File: src/rtl/crs_pkg.sv
package crs_pkg;
  localparam int NSEL = 10;
  localparam int SELW = $clog2(NSEL);
  localparam int SEL_MODE  = 1;
  localparam int SEL_CHAIN = 0;

  typedef enum logic [1:0] {ST_IDLE, ST_HDR, ST_DATA} crs_state_e;

  // Entries 7 (current count), 4 (base count) and 2 (vector) are one word long.
  function automatic logic one_word(input logic [SELW-1:0] s);
    return (s == SELW'(7)) || (s == SELW'(4)) || (s == SELW'(2));
  endfunction
endpackage

File: src/rtl/crs_pick.sv
module crs_pick #(
  parameter int N  = 10,
  parameter int IW = 4
) (
  input  logic [N-1:0]  pend_i,
  output logic [IW-1:0] idx_o,
  output logic [N-1:0]  rest_o
);
  always_comb begin
    idx_o = '0;
    for (int i = 0; i < N; i++) begin
      if (pend_i[i]) idx_o = IW'(i);
    end
  end

  assign rest_o = pend_i & ~(N'(1) << idx_o);
endmodule

File: src/rtl/crs_addr.sv
module crs_addr #(
  parameter int ADDR_W = 22,
  parameter int OFF_W  = 16
) (
  input  logic                    clk,
  input  logic                    rst_n,
  input  logic                    cpu_ld_i,
  input  logic [ADDR_W-OFF_W-1:0] cpu_seg_i,
  input  logic [OFF_W-1:0]        cpu_off_i,
  input  logic                    commit_i,
  input  logic [ADDR_W-1:0]       commit_addr_i,
  input  logic                    begin_i,
  input  logic                    step_i,
  output logic [ADDR_W-1:0]       ptr_o,
  output logic                    abort_o
);
  logic [ADDR_W-1:0] chain_q, chain_d, ptr_q, ptr_d;
  logic              abort_q, abort_d;

  always_comb begin
    chain_d = chain_q;
    abort_d = abort_q;
    ptr_d   = ptr_q;
    if (commit_i) begin
      chain_d = commit_addr_i;
      abort_d = 1'b0;
    end
    if (cpu_ld_i) begin
      chain_d = {cpu_seg_i, cpu_off_i};
      abort_d = 1'b0;
    end
    if (begin_i)     ptr_d = chain_q;
    else if (step_i) ptr_d = ptr_q + ADDR_W'(2);
  end

  always_ff @(posedge clk or negedge rst_n) begin
    if (!rst_n) begin
      chain_q <= '0;
      abort_q <= 1'b1;
      ptr_q   <= '0;
    end else begin
      chain_q <= chain_d;
      abort_q <= abort_d;
      ptr_q   <= ptr_d;
    end
  end

  assign ptr_o   = ptr_q;
  assign abort_o = abort_q;

  // a processor load of the pointer clears the abort flag
  a_r2_load_clears: assert property (@(posedge clk) disable iff (!rst_n)
    cpu_ld_i |=> !abort_o);
endmodule

File: src/rtl/chain_reload_seq.sv
module chain_reload_seq
  import crs_pkg::*;
#(
  parameter int DW        = 16,
  parameter int ADDR_W    = 22,
  parameter int OFF_W     = 16,
  parameter int SWREQ_BIT = 4
) (
  input  logic                    clk,
  input  logic                    rst_n,
  input  logic                    start_i,
  input  logic                    ca_load_i,
  input  logic [ADDR_W-OFF_W-1:0] ca_seg_i,
  input  logic [OFF_W-1:0]        ca_off_i,
  output logic                    mem_req_o,
  output logic [ADDR_W-1:0]       mem_addr_o,
  input  logic                    mem_ack_i,
  input  logic [DW-1:0]           mem_rdata_i,
  output logic                    wr_en_o,
  output logic [SELW-1:0]         wr_sel_o,
  output logic                    wr_word_o,
  output logic [DW-1:0]           wr_data_o,
  output logic                    busy_o,
  output logic                    done_o,
  output logic                    auto_start_o,
  output logic                    chain_abort_o
);
  localparam int SEG_W = ADDR_W - OFF_W;

  crs_state_e         st_q, st_d;
  logic [NSEL-1:0]    pend_q, pend_d, rest;
  logic [SELW-1:0]    cur;
  logic               wcnt_q, wcnt_d;
  logic               wr_en_q, wr_en_d, last_q, last_d, done_q, done_d;
  logic [SELW-1:0]    wr_sel_q, wr_sel_d;
  logic               wr_word_q, wr_word_d;
  logic [DW-1:0]      wr_data_q, wr_data_d;
  logic               auto_q, auto_d, cpend_q, cpend_d;
  logic [SEG_W-1:0]   cseg_q, cseg_d;
  logic [OFF_W-1:0]   coff_q, coff_d;
  logic               accept, commit, abort_w;

  crs_pick #(.N(NSEL), .IW(SELW)) u_pick (
    .pend_i (pend_q),
    .idx_o  (cur),
    .rest_o (rest)
  );

  crs_addr #(.ADDR_W(ADDR_W), .OFF_W(OFF_W)) u_addr (
    .clk           (clk),
    .rst_n         (rst_n),
    .cpu_ld_i      (ca_load_i),
    .cpu_seg_i     (ca_seg_i),
    .cpu_off_i     (ca_off_i),
    .commit_i      (commit),
    .commit_addr_i ({cseg_q, coff_q}),
    .begin_i       (accept),
    .step_i        (mem_req_o && mem_ack_i),
    .ptr_o         (mem_addr_o),
    .abort_o       (abort_w)
  );

  assign mem_req_o = (st_q == ST_HDR) || (st_q == ST_DATA);
  assign accept    = start_i && (st_q == ST_IDLE) && !wr_en_q && !abort_w;

  always_comb begin
    st_d      = st_q;
    pend_d    = pend_q;
    wcnt_d    = wcnt_q;
    wr_en_d   = 1'b0;
    wr_sel_d  = wr_sel_q;
    wr_word_d = wr_word_q;
    wr_data_d = wr_data_q;
    last_d    = 1'b0;
    done_d    = wr_en_q && last_q;
    auto_d    = auto_q;
    cpend_d   = cpend_q;
    cseg_d    = cseg_q;
    coff_d    = coff_q;
    unique case (st_q)
      ST_IDLE: begin
        if (accept) begin
          st_d    = ST_HDR;
          pend_d  = '0;
          wcnt_d  = 1'b0;
          auto_d  = 1'b0;
          cpend_d = 1'b0;
        end
      end
      ST_HDR: begin
        if (mem_ack_i) begin
          pend_d = mem_rdata_i[NSEL-1:0];
          if (mem_rdata_i[NSEL-1:0] == '0) begin
            st_d   = ST_IDLE;
            done_d = 1'b1;
          end else begin
            st_d = ST_DATA;
          end
        end
      end
      ST_DATA: begin
        if (mem_ack_i) begin
          wr_en_d   = 1'b1;
          wr_sel_d  = cur;
          wr_word_d = wcnt_q;
          wr_data_d = mem_rdata_i;
          if (cur == SELW'(SEL_MODE) && !wcnt_q) auto_d = mem_rdata_i[SWREQ_BIT];
          if (cur == SELW'(SEL_CHAIN)) begin
            if (!wcnt_q) cseg_d = mem_rdata_i[SEG_W-1:0];
            else begin
              coff_d  = mem_rdata_i[OFF_W-1:0];
              cpend_d = 1'b1;
            end
          end
          if (one_word(cur) || wcnt_q) begin
            wcnt_d = 1'b0;
            pend_d = rest;
            if (rest == '0) begin
              st_d   = ST_IDLE;
              last_d = 1'b1;
            end
          end else begin
            wcnt_d = 1'b1;
          end
        end
      end
      default: st_d = ST_IDLE;
    endcase
  end

  assign commit = done_d && cpend_q;

  always_ff @(posedge clk or negedge rst_n) begin
    if (!rst_n) begin
      st_q    <= ST_IDLE;
      pend_q  <= '0;
      wcnt_q  <= 1'b0;
      wr_en_q <= 1'b0;
      last_q  <= 1'b0;
      done_q  <= 1'b0;
      auto_q  <= 1'b0;
      cpend_q <= 1'b0;
    end else begin
      st_q    <= st_d;
      pend_q  <= pend_d;
      wcnt_q  <= wcnt_d;
      wr_en_q <= wr_en_d;
      last_q  <= last_d;
      done_q  <= done_d;
      auto_q  <= auto_d;
      cpend_q <= cpend_d;
    end
  end

  always_ff @(posedge clk or negedge rst_n) begin
    if (!rst_n) begin
      wr_sel_q  <= '0;
      wr_word_q <= 1'b0;
      wr_data_q <= '0;
      cseg_q    <= '0;
      coff_q    <= '0;
    end else if (wr_en_d) begin
      wr_sel_q  <= wr_sel_d;
      wr_word_q <= wr_word_d;
      wr_data_q <= wr_data_d;
      cseg_q    <= cseg_d;
      coff_q    <= coff_d;
    end
  end

  assign wr_en_o       = wr_en_q;
  assign wr_sel_o      = wr_sel_q;
  assign wr_word_o     = wr_word_q;
  assign wr_data_o     = wr_data_q;
  assign done_o        = done_q;
  assign auto_start_o  = done_q && auto_q;
  assign busy_o        = (st_q != ST_IDLE) || wr_en_q;
  assign chain_abort_o = abort_w;

  // request and address stay put until acknowledged
  a_r6_req_hold: assert property (@(posedge clk) disable iff (!rst_n)
    (mem_req_o && !mem_ack_i) |=> (mem_req_o && $stable(mem_addr_o)));
  // the next read of the same table sits 2 bytes higher
  a_r6_addr_step: assert property (@(posedge clk) disable iff (!rst_n)
    (mem_req_o && mem_ack_i) |=> (!mem_req_o || mem_addr_o == $past(mem_addr_o) + ADDR_W'(2)));
  // completion is a single-cycle pulse with the bus quiet
  a_r7_done_single: assert property (@(posedge clk) disable iff (!rst_n)
    done_o |=> !done_o);
  a_r7_done_quiet: assert property (@(posedge clk) disable iff (!rst_n)
    done_o |-> (!mem_req_o && !wr_en_o));
  // an aborted channel never leaves idle
  a_r2_abort_blocks: assert property (@(posedge clk) disable iff (!rst_n)
    (chain_abort_o && !busy_o) |=> !busy_o);
  // auto-start only accompanies completion
  a_r8_auto_with_done: assert property (@(posedge clk) disable iff (!rst_n)
    auto_start_o |-> done_o);
  // one-word entries never show a second word
  a_r5_single_word: assert property (@(posedge clk) disable iff (!rst_n)
    (wr_en_o && one_word(wr_sel_o)) |-> !wr_word_o);
endmodule

File: config.mk
export PLATFORM = sky130hd
export DESIGN_NAME = chain_reload_seq
export DESIGN_NICKNAME = d
export VERILOG_FILES = /design/src/rtl/crs_pkg.sv /design/src/rtl/crs_pick.sv /design/src/rtl/crs_addr.sv /design/src/rtl/chain_reload_seq.sv
export SDC_FILE = /design/constraint.sdc
export NUM_CORES = 1
export LEC_CHECK = 0
export BUFFER_PORTS_ARGS = -buffer_cell sky130_fd_sc_hd__buf_2
export CAP_MARGIN = 10
export CORE_MARGIN = 2
export CORE_UTILIZATION = 45
export DETAILED_ROUTE_END_ITERATION = 6
export PLACE_DENSITY = 0.79
export SYNTH_ARGS = -nofsm -noshare
export SYNTH_HDL_FRONTEND = slang
export SYNTH_SLANG_ARGS = --single-unit
File: constraint.sdc
create_clock -name clk -period 3.1 [get_ports clk]
set_input_delay 0.465 -clock clk [delete_from_list [all_inputs] [get_ports clk]]
set_output_delay 0.465 -clock clk [all_outputs]
set_load 0.05 [all_outputs]
### Word-level counts from Yosys, hierarchy flattened

Index checks and enable logic that the tools add are counted.

* word-level logic and storage cells: 115
* bits in registers: 106
* output and inout bits: 49

* add/sub/neg operators: 1
* shift-type cells: 1
* reductions and logical operators: 33
* equality and inequality tests: 14
* bitwise gates (word level): 3
* multiplexer cells: 47

Operator list (count)
* $mux 22: 4
* $mux 10: 4
* $pmux 10 s3: 1
* $reduce_and 5->1: 5
* $add 22x2->22 const B: 1
* $logic_not 10->1: 2
* $mux 1: 20
* $mux 2: 8
* $mux 3: 4
* $and 10x10->10: 1
* $not 10->10: 1
* $shl 1x4->10 const A: 1
* $eq 4x3->1 const B: 2
* $logic_and 1x1->1: 8
* $mux 4: 2
* $ne 2x1->1 const B: 4
* $ne 2x2->1 const B: 4
* $reduce_bool 2->1: 4
* $pmux 1 s2: 3
* $pmux 2 s3: 1
* $reduce_and 3->1: 2
* $logic_or 1x1->1: 5
* $eq 4x1->1 const B: 1
* $eq 4x2->1 const B: 1
* 8 further kinds: 10

### Logic depth before layout (Yosys ltp)

Gate-level depths: netlist of run 1.

* depth after elaboration: 17
* depth in mapped cells: 9

### Modules after synthesis

A second synthesis of run 1 with hierarchy kept.

* cells, all modules: 455
* area, all modules: 5136.2 um^2

By module, submodules not included
* chain_reload_seq: sequential area each 1526.5 um^2, instances 1, area each 2677.6 um^2, cells each 193
* crs_addr: sequential area each 1127.3 um^2, instances 1, area each 2278.4 um^2, cells each 234
* crs_pick: sequential area each 0.0 um^2, instances 1, area each 180.2 um^2, cells each 28

### Least setup slack after synthesis of run 1

No wires, ideal clock.

* path kind: register to register
* start point: reg st_q[0]
* end point: reg u_addr.ptr_q[16], in the netlist u_addr.ptr_o[16]
* path buffers: 0
* setup time: 0.132 ns
* cell stages (with the launch flop): 9
* data arrival time: 2.071 ns
* slack: 0.896 ns
* clock period less this slack: 2.204 ns
* path through: dfrtp_1 inv_1 ha_1 nand3_1 nor3_1 nand2_1 nor3_1 xnor2_1 o21ai_1

* elaborated cells on any way between the ends: 10

RTL lines
* start, declared: RTL line chain_reload_seq.sv:30 `crs_state_e st_q, st_d;`
* start signal, assigned: RTL line chain_reload_seq.sv:144 `st_q <= st_d;`
* $eq 2x1->1 / $eq 2x2->1 (equally long branches): RTL line chain_reload_seq.sv:63 `assign mem_req_o = (st_q == ST_HDR) || (st_q == ST_DATA);`
* $logic_or 1x1->1 *: RTL line chain_reload_seq.sv:63
* via mem_req_o: RTL line chain_reload_seq.sv:15 `output logic mem_req_o,`
* $logic_and 1x1->1 *: RTL line chain_reload_seq.sv:58 `.step_i (mem_req_o && mem_ack_i),`
* $reduce_bool 2->1 (no source line) *
* end signal, assigned: RTL line crs_addr.sv:44 `ptr_q <= ptr_d;`
* end, declared: RTL line crs_addr.sv:17 `logic [ADDR_W-1:0] chain_q, chain_d, ptr_q, ptr_d;`

Mark *: on every way through the listed nets, which the timed path passes. The rest lies on a longest branch.
A chain may end at the register's enable or synchronous reset.

### Final worst setup path of run 1

* start point: reg pend_q[6]
* end point: reg st_q[1]

* longest elaborated chain between the ends: 10
* elaborated cells on any way between the ends: 17

RTL lines
* start, declared: RTL line chain_reload_seq.sv:31 `logic [NSEL-1:0] pend_q, pend_d, rest;`
* start signal, assigned: RTL line chain_reload_seq.sv:145 `pend_q <= pend_d;`
* $mux 3 (2 in series): RTL line crs_pick.sv:12 `if (pend_i[i]) idx_o = IW'(i);`
* $mux 4 (2 in series): RTL line crs_pick.sv:12
* $shl 1x4->10 / $eq 4x3->1 (equally long branches): RTL line crs_pick.sv:16, crs_pkg.sv:11
* $not 10->10 / $logic_or 1x1->1 (equally long branches): RTL line crs_pick.sv:16, crs_pkg.sv:11
* $and 10x10->10 / $logic_or 1x1->1 (equally long branches): RTL line crs_pick.sv:16, crs_pkg.sv:11
* $logic_not 10->1 / $logic_or 1x1->1 (equally long branches): RTL line chain_reload_seq.sv:118, chain_reload_seq.sv:115
* $ne 2x1->1 (no source line)
* $reduce_and 5->1 (no source line) *

Every way passes the cells marked *; elsewhere a longest branch is shown, timed or not.

==> results of run 1 <==
[flip-flops by register name, summed over array words and instances, names as in the netlist, 2 cells and up]
register and flops:
u_addr.chain_q 22, st_q 2, cseg_q 6, wr_sel_o 4, wr_data_o 16, pend_q 10
coff_q 16, u_addr.ptr_o 22
[stage by stage]
step | util | power [mW] | area (sq um) | hold WS [ps]
2_1_floorplan | - | 4.40 | 4960 | 169
3_3_place_gp | 0.513 | 5.06 | 5530 | 464
3_5_place_dp | 0.513 | 5.14 | 5530 | 468
4_1_cts | 0.529 | 5.94 | 5710 | 84.9
5_1_grt | 0.529 | 6.26 | 5710 | 103
6_report | 0.529 | 5.92 | 5710 | 74.6
[cell usage in the layout (no fill, tap or decap), types with 2 or more instances in the layout]
master    Yosys  final
clkbuf_8      0     10
nand4_1       6      6
nand2_1      61     61
dfrtp_1     105    105
mux2i_1      23     23
a31oi_1       3      3
a22o_1        9      9
and3_1        9      9
and2_1        3      3
nor2b_1       3      3
nand2b_1      2      2
a211o_1       3      3
nor2_1        7      7
o21a_1        2      2
xnor2_1       8      8
nor4_1        2      2
mux2_1       41     41
nor3_1        7      7
clkinv_4      0      2
nor3b_1       3      3
or4_1         2      2
o21ai_1      55     55
xor2_1       12     12
ha_1          5      5
inv_1        11     11
nor2_2        2      2
o21ai_0       7      7
nor4_4        2      2
a21oi_1       7      7
nand3_1       9      9
buf_2         8     90
buf_4         1      9
[layout make-up]
cell class                      count  area (sq um)
Sequential cell                   106          2650
Tap cell                          140           175
Clock inverter                      5          38.8
Multi-Input combinational cell    307          2140
Fill cell                         968          5080
Inverter                           12          45.0
Timing Repair Buffer               99           518
Clock buffer                       11           141
[how the worst min path moves through the flow]
stage                        from       endpoint  cells past startpoint
floorplan                   rst_n         auto_q                      0
global route                rst_n     coff_q[15]                      1
finish                      rst_n         done_o                      1
global placement    wr_data_o[14]  wr_data_o[14]                      1
CTS                         rst_n     coff_q[11]                      1
detailed placement    wr_sel_o[0]    wr_sel_o[0]                      2
[cells by family (layout without fill, tap and decap cells)]
kind of cell               after synthesis  in the layout  share of synthesized area
adders and majority gates                5              5                     0.0126
DFF                                    106            106                      0.535
muxes                                   64             64                      0.140
buffers and inverters                   38            127                     0.0376
AOI/OAI and AO/OA                       95             95                      0.113
and+or+nand+nor                        123            123                      0.127
xor gates and xnor gates                20             20                     0.0353
[power by group through the flow]
stage | clock network, mW | registers (mW) | logic, mW
finish | 0.794 | 2.30 | 2.83
global route | 0.863 | 2.37 | 3.03
CTS | 0.809 | 2.29 | 2.84
detailed placement | 0 | 2.32 | 2.82
global placement | 0 | 2.29 | 2.76
floorplan | 0 | 3.12 | 1.29
[worst register-to-register path: cells and delay by family (launching register included)]
family	cells	cell delay [ps]
compound gates	4	780
flops	1	500
mux	1	320
simple gates	1	660
[routing by layer]
metal	wire length [um]	global-route usage	vias up	share of wire
met2	5530	0.337	134	0.48
met5	0	0	-	0
met4	359	0.106	0	0.031
met3	735	0.0353	33	0.064
li1	-	-	1751	-
met1	4870	0.270	1820	0.42
==> metrics, run 1 <==
antenna cells 0; wire per inst 16.9 um; initial antenna violation count 0; switching power 2.84 mW; Worst Skew 12.9 ps; WP data arrival 2630 ps; drc violations 0; Max Fclk 421 MHz; RSZ-0062 raised after global routing no; critical path class reg -> reg; Final ANT Viol Nets 0; measured slew at the worst slew-check pin 1010 ps; first-pass GRT wire length 18600 um; Yosys reg bits 106; Cell Count, Final, Fillers Out 680; sequential area share after synthesis 0.535; Setup crit end kind flop; Setup TNS 0 ps; Tmin final 2370 ps; reg2reg end st_q[1]; Pint 3.07 mW; GPL Wtd Cong 0.880; status complete, no violations; Syn Std Cell Area 4960 sq um; syn_nets 499; vias in the first global route 3765; CP Capture Point st_q[1]; Clock Pin Slew Worst Setup and Hold Paths 110 ps; DIE WIDTH 109 um; final setup vio count 0; logic gate share of total power 0.478; IO Port Bufs 91; R2R depth 6; core footprint 10800 sq um; router iterations before antenna repair 5; PD cells 1040 nW/um^2; CTS tree yes; Ys Warns 0; worst vdd ir 0.694 mV; routed wire length 11500 um; top cells by area, synth dfrtp_1 (53%), mux2_1 (9.3%), o21ai_1 (5.5%); Worst Path Max Fanout 9; Post-Syn Instances 451; max-cap violations 0; Worst Setup Start Kind flop; worst slack, placed 759 ps; CTS resizes 0; Cell variety after synth 48; layout cell share with drive strength beyond 1 0.233; Final HPWL DP 8500 um; Slew HR 0.322; Hold WC Path Type in -> async; CP startpoint pend_q[6]; cts hold-fix bufs 0; clk_lat worst skew 370 ps; Max Buffers Root-to-Sink 2; R2R Path Start pend_q[6]; R2R Setup Slk 730 ps; Post-synth top flop dfrtp_1; postcts setup bufs 0; Pins Over Slew Limit 0; most common cell in the netlist dfrtp_1; worst setup margin 726 ps; fin nets 583; Avg Cell Area, Syn 11.0 sq um; Clock Tree Root clkbuf_8; Post-synth top cells dfrtp_1 (105), nand2_1 (61), o21ai_1 (55); post-synth top area share 0.530; GRT Resource Usage Total 0.208; sequential share of power 0.388; fin crit share 0.766; Cells after DPL 664; Top Ports 92; GRT overflow 0; Final Hold Violating Endpoints 0; P&R area growth vs syn 15.2%; Vias 3738; Clk pwr share 0.134; critical-path cell list nor4_1, a21oi_1, a2bb2oi_1, a211o_1, a21oi_2, mux2_1; Die H 109 um; Sink Count 106; P_leak 2.73 nW; DR iter-0 viols 186; Async S/R FF share, synth 1.00; initial core utilization 0.460; row cnt 38; Num CTS Buffers 9; Critical-path top delay cell nor4_1; Buf+Inv Stages, Crit Path 0; Net Sw Frac 0.481; Via density 5.50; Die ar. 11900 sq um; area leader, netlist dfrtp_1; CP peak stage delay 660 ps; number of synthesized flops with an enable pin 0; htree depth 3; Required @ worst endpoint 3350 ps; largest net degree at the start of global routing 46; cell family with most CP delay compound AO/OA/AOI/OAI gates; Worst path depth 6
No activity file was read; power rests on OpenSTA's default activity.
==> run 2: changes to the inputs <==
Clock period 3.1 ns to 2.37 ns, I/O delays scaled along.
==> run 2 against run 1 <==
  * Die area is the same
  * Global-route usage grew 0.26 points
  * Via count grew 0.62%
==> metrics, run 2 (synthesis gave the netlist of run 1 again) <==
Worst Path Max Fanout 22; Required @ worst endpoint 2600 ps; R2R depth 5; P_leak 2.80 nW; fin nets 592; reg2reg end u_addr.chain_q[2]; most common cell after layout, fill and taps aside dfrtp_1; critical-path cell list inv_1, ha_1, a32o_2, a21oi_2, o21ai_1; row cnt 38; R2R Setup Slk 200 ps; fillcell total 930; router iterations before antenna repair 4; R2R Path Start st_q[1]; first-pass GRT wire length 19000 um; drc violations 0; cell family with most CP delay compound AO/OA/AOI/OAI gates; CP peak stage delay 800 ps; clk_lat worst skew 380 ps; Clock Tree Root clkbuf_8; PD cells 1380 nW/um^2; CTS resizes 0; Final HPWL DP 8590 um; commonest cells after routing, fill and taps aside dfrtp_1 (105), buf_2 (90), nand2_1 (61), o21ai_1 (55), mux2_1 (41); Via density 5.46; routed wire length 12100 um; logic gate share of total power 0.467; Max Buffers Root-to-Sink 2; final setup vio count 0; Sink Count 106; Final ANT Viol Nets 0; Setup TNS 0 ps; Vias 3761; measured slew at the worst slew-check pin 989 ps; IO Port Bufs 91; largest net degree at the start of global routing 48; fin crit share 0.916; sink of the worst hold path wr_data_o[14]; critical path class reg -> reg; RSZ-0062 raised after global routing no; hold path cells 2; Num CTS Buffers 9; DIE WIDTH 109 um; GRT overflow 0; Max Fclk 461 MHz; Tmin final 2170 ps; antenna cells 0; Top Ports 92; DR iter-0 viols 206; GRT Resource Usage Total 0.211; Worst Setup Start Kind flop; Slew HR 0.341; WP data arrival 2400 ps; Hold WC Path Type in -> reg; Net Sw Frac 0.466; Die H 109 um; core footprint 10800 sq um; CP startpoint st_q[1]; initial antenna violation count 0; Worst Skew 8.05 ps; Clk pwr share 0.161; htree depth 3; Final Cell Area 5870 sq um; Pins Over Slew Limit 0; switching power 3.76 mW; Buf+Inv Stages, Crit Path 1; Final Hold Violating Endpoints 0; Hold Path Origin mem_rdata_i[14]; max-cap violations 0; Clock Pin Slew Worst Setup and Hold Paths 100 ps; wire per inst 17.5 um; GPL Wtd Cong 0.901; P&R area growth vs syn 18.3%; Post-DP Area 5610 sq um; Pint 4.32 mW; worst vdd ir 0.922 mV; Setup crit end kind flop; sequential share of power 0.373; Critical-path top delay cell a21oi_2; CTS tree yes; layout cell share with drive strength beyond 1 0.246; initial core utilization 0.460; status complete, no violations; Die ar. 11900 sq um; vias in the first global route 3653
[run 2: how the worst max path moves through the flow]
| stage | depth (start not counted) | slack, ps | end |
|---|---|---|---|
| finish | 5 | 200 | u_addr.chain_q[2] |
| CTS | 6 | 180 | u_addr.chain_q[9] |
| global route | 7 | 20 | pend_q[4] |
| floorplan | 8 | 170 | u_addr.ptr_o[16] |
| detailed placement | 7 | 160 | u_addr.chain_q[9] |
| global placement | 7 | 210 | u_addr.chain_q[16] |
[run 2: area by class of cell]
class                           instances  area (sq um)  share of cell area
Clock buffer                           11           151              0.0258
Clock inverter                          5          85.1              0.0145
Inverter                               12          45.0             0.00768
Multi-Input combinational cell        308          2150               0.367
Sequential cell                       106          2650               0.452
Tap cell                              140           175              0.0299
Timing Repair Buffer                  107           606               0.103
[run 2: timing repair]
action                     in CTS  in global routing
buffers inserted                0                  0
hold endpoints to repair       35                  0
hold buffers                    1                  0
setup endpoints to repair       0                 19
[run 2: stage by stage]
| step | setup slack, ps | util | power (mW) | hold WS, ps | cells |
|---|---|---|---|---|---|
| after floorplan | 166 | - | 5.76 | 59.9 | 451 |
| after global placement | 213 | 0.520 | 6.70 | 355 | 671 |
| after detailed placement | 156 | 0.520 | 6.80 | 370 | 671 |
| after CTS | 177 | 0.543 | 8.11 | 200 | 688 |
| after global routing | 17.8 | 0.544 | 8.53 | 206 | 689 |
| final | 199 | 0.544 | 8.08 | 212 | 689 |
[run 2: power groups by stage]
stage	combinational [mW]	clock, mW	sequential, mW
CTS	3.79	1.31	3.00
global route	4.04	1.39	3.10
finish	3.77	1.30	3.01
detailed placement	3.77	0	3.03
global placement	3.71	0	2.99
floorplan	1.68	0	4.08
[run 2: per-layer routing]
metal	share of wire	vias to the layer above	GRT usage
met1	0.44	1860	0.287
li1	-	1771	-
met5	0	-	0
met4	0.016	0	0.0879
met3	0.050	16	0.0383
met2	0.50	114	0.332
==> run 3: changes to the inputs <==
Settings changed: CTS_BUF_LIST from default to sky130_fd_sc_hd__clkbuf_16, TNS_END_PERCENT from default to 1.
==> run 3 against run 2 <==
  * Fmax down 0.21%
  * Setup slack got worse by 4.6 ps
  * Sequential power hardly changed
  * Largest cell class unchanged
==> metrics, run 3 (synthesis gave the netlist of run 1 again) <==
status complete, no violations; Die ar. 11900 sq um; DR iter-0 viols 182; PD cells 1410 nW/um^2; commonest cells after routing, fill and taps aside dfrtp_1 (105), buf_2 (90), nand2_1 (61), o21ai_1 (55), mux2_1 (41); Top Ports 92; switching power 3.81 mW; Final HPWL DP 8590 um; initial core utilization 0.460; Num CTS Buffers 9; Cells after DPL 671; Setup crit end kind flop; Cell Count, Final, Fillers Out 689; antenna cells 0; Hold WC Path Type in -> reg; P&R area growth vs syn 19.9%; Setup TNS 0 ps; logic gate share of total power 0.450; postcts setup bufs 0; R2R Path Start st_q[0]; htree depth 3; row cnt 38; initial antenna violation count 0; Max Buffers Root-to-Sink 2; drc violations 0; worst setup margin 195 ps; Die H 109 um; layout cell share with drive strength beyond 1 0.242; Hold Path Origin mem_rdata_i[14]; core footprint 10800 sq um; CTS tree yes; most common cell after layout, fill and taps aside dfrtp_1; Clock Pin Slew Worst Setup and Hold Paths 70 ps; Final Hold Violating Endpoints 0; measured slew at the worst slew-check pin 940 ps; sequential share of power 0.359; Net Sw Frac 0.454; P_leak 2.84 nW; Pins Over Slew Limit 0; Clock Tree Root clkbuf_16; max-cap violations 0; final setup vio count 0; Tmin final 2180 ps; Pint 4.59 mW; router iterations before antenna repair 5; critical path class reg -> reg; Clk pwr share 0.191; routed wire length 12100 um; GRT overflow 0; CP startpoint st_q[0]; Via density 5.54; largest net degree at the start of global routing 48; fin crit share 0.918; wire per inst 17.6 um; Slew HR 0.373; GRT Resource Usage Total 0.214; DIE WIDTH 109 um; WP data arrival 2400 ps; GPL Wtd Cong 0.901; Final ANT Viol Nets 0; Required @ worst endpoint 2600 ps; RSZ-0062 raised after global routing no; Max Fclk 460 MHz; fin nets 592; Worst Skew 5.76 ps; Sink Count 106; first-pass GRT wire length 19300 um; worst slack, placed 156 ps; Vias 3814; clk_lat worst skew 350 ps; Worst Setup Start Kind flop; Worst Path Max Fanout 8; vias in the first global route 3721; CTS resizes 0; IO Port Bufs 91; worst vdd ir 0.808 mV
-- run 3: cell count changes in the layout (fill, tap and decap cells not counted) --
cell	previous run	this run
clkinv_1	0	2
clkbuf_8	11	0
clkbuf_16	0	9
-- run 3: per-layer routing --
layer / up-vias / GRT usage / part of all wire
li1: 1768 / - / -
met1: 1881 / 0.288 / 0.43
met2: 137 / 0.343 / 0.49
met3: 28 / 0.0341 / 0.060
met4: 0 / 0.0971 / 0.025
met5: - / 0 / 0
-- run 3: final timing paths --
path                                 endpoint  slack [ps]  cells past startpoint
worst max register to register      cseg_q[1]         190                      5
worst min register to register    wr_sel_o[0]         480                      2
min in group asynchronous       wr_data_o[15]         520                      2
worst max-delay path                cseg_q[1]         190                      5
max in group asynchronous             st_q[0]        1160                      3
worst min-delay path            wr_data_o[14]         240                      2
-- run 3: area by class of cell --
| type | instances | area [sq um] |
|---|---|---|
| Tap cell | 140 | 175 |
| Clock buffer | 9 | 225 |
| Multi-Input combinational cell | 308 | 2150 |
| Timing Repair Buffer | 107 | 606 |
| Inverter | 12 | 45.0 |
| Clock inverter | 7 | 92.6 |
| Fill cell | 917 | 4840 |
| Sequential cell | 106 | 2650 |
-- run 3: worst max-delay path: stages, from the launching register on --
cell     delay, ps
dfrtp_1        420
inv_1          100
ha_1           310
nand2_1        310
nor4_4         540
mux2_1         380
-- run 3: power by group through the flow --
stage	sequential [mW]	combinational, mW	clock, mW
after floorplan	4.08	1.68	0
after global placement	2.99	3.71	0
after detailed placement	3.03	3.77	0
after CTS	3.01	3.80	1.63
after global routing	3.11	4.04	1.70
final	3.01	3.78	1.61
-- run 3: what timing repair did --
| action | CTS | global route |
|---|---|---|
| hold endpoints to repair | 1 | 0 |
| hold buffers | 1 | 0 |
| setup endpoints to repair | 0 | 20 |
-- run 3: stage by stage --
| step | hold slack [ps] | cell area (sq um) | power (mW) | util |
|---|---|---|---|---|
| 2_1_floorplan | 59.9 | 4960 | 5.76 | - |
| 3_3_place_gp | 355 | 5610 | 6.70 | 0.520 |
| 3_5_place_dp | 370 | 5610 | 6.80 | 0.520 |
| 4_1_cts | 239 | 5940 | 8.43 | 0.550 |
| 5_1_grt | 248 | 5950 | 8.85 | 0.551 |
| 6_report | 245 | 5950 | 8.40 | 0.551 |
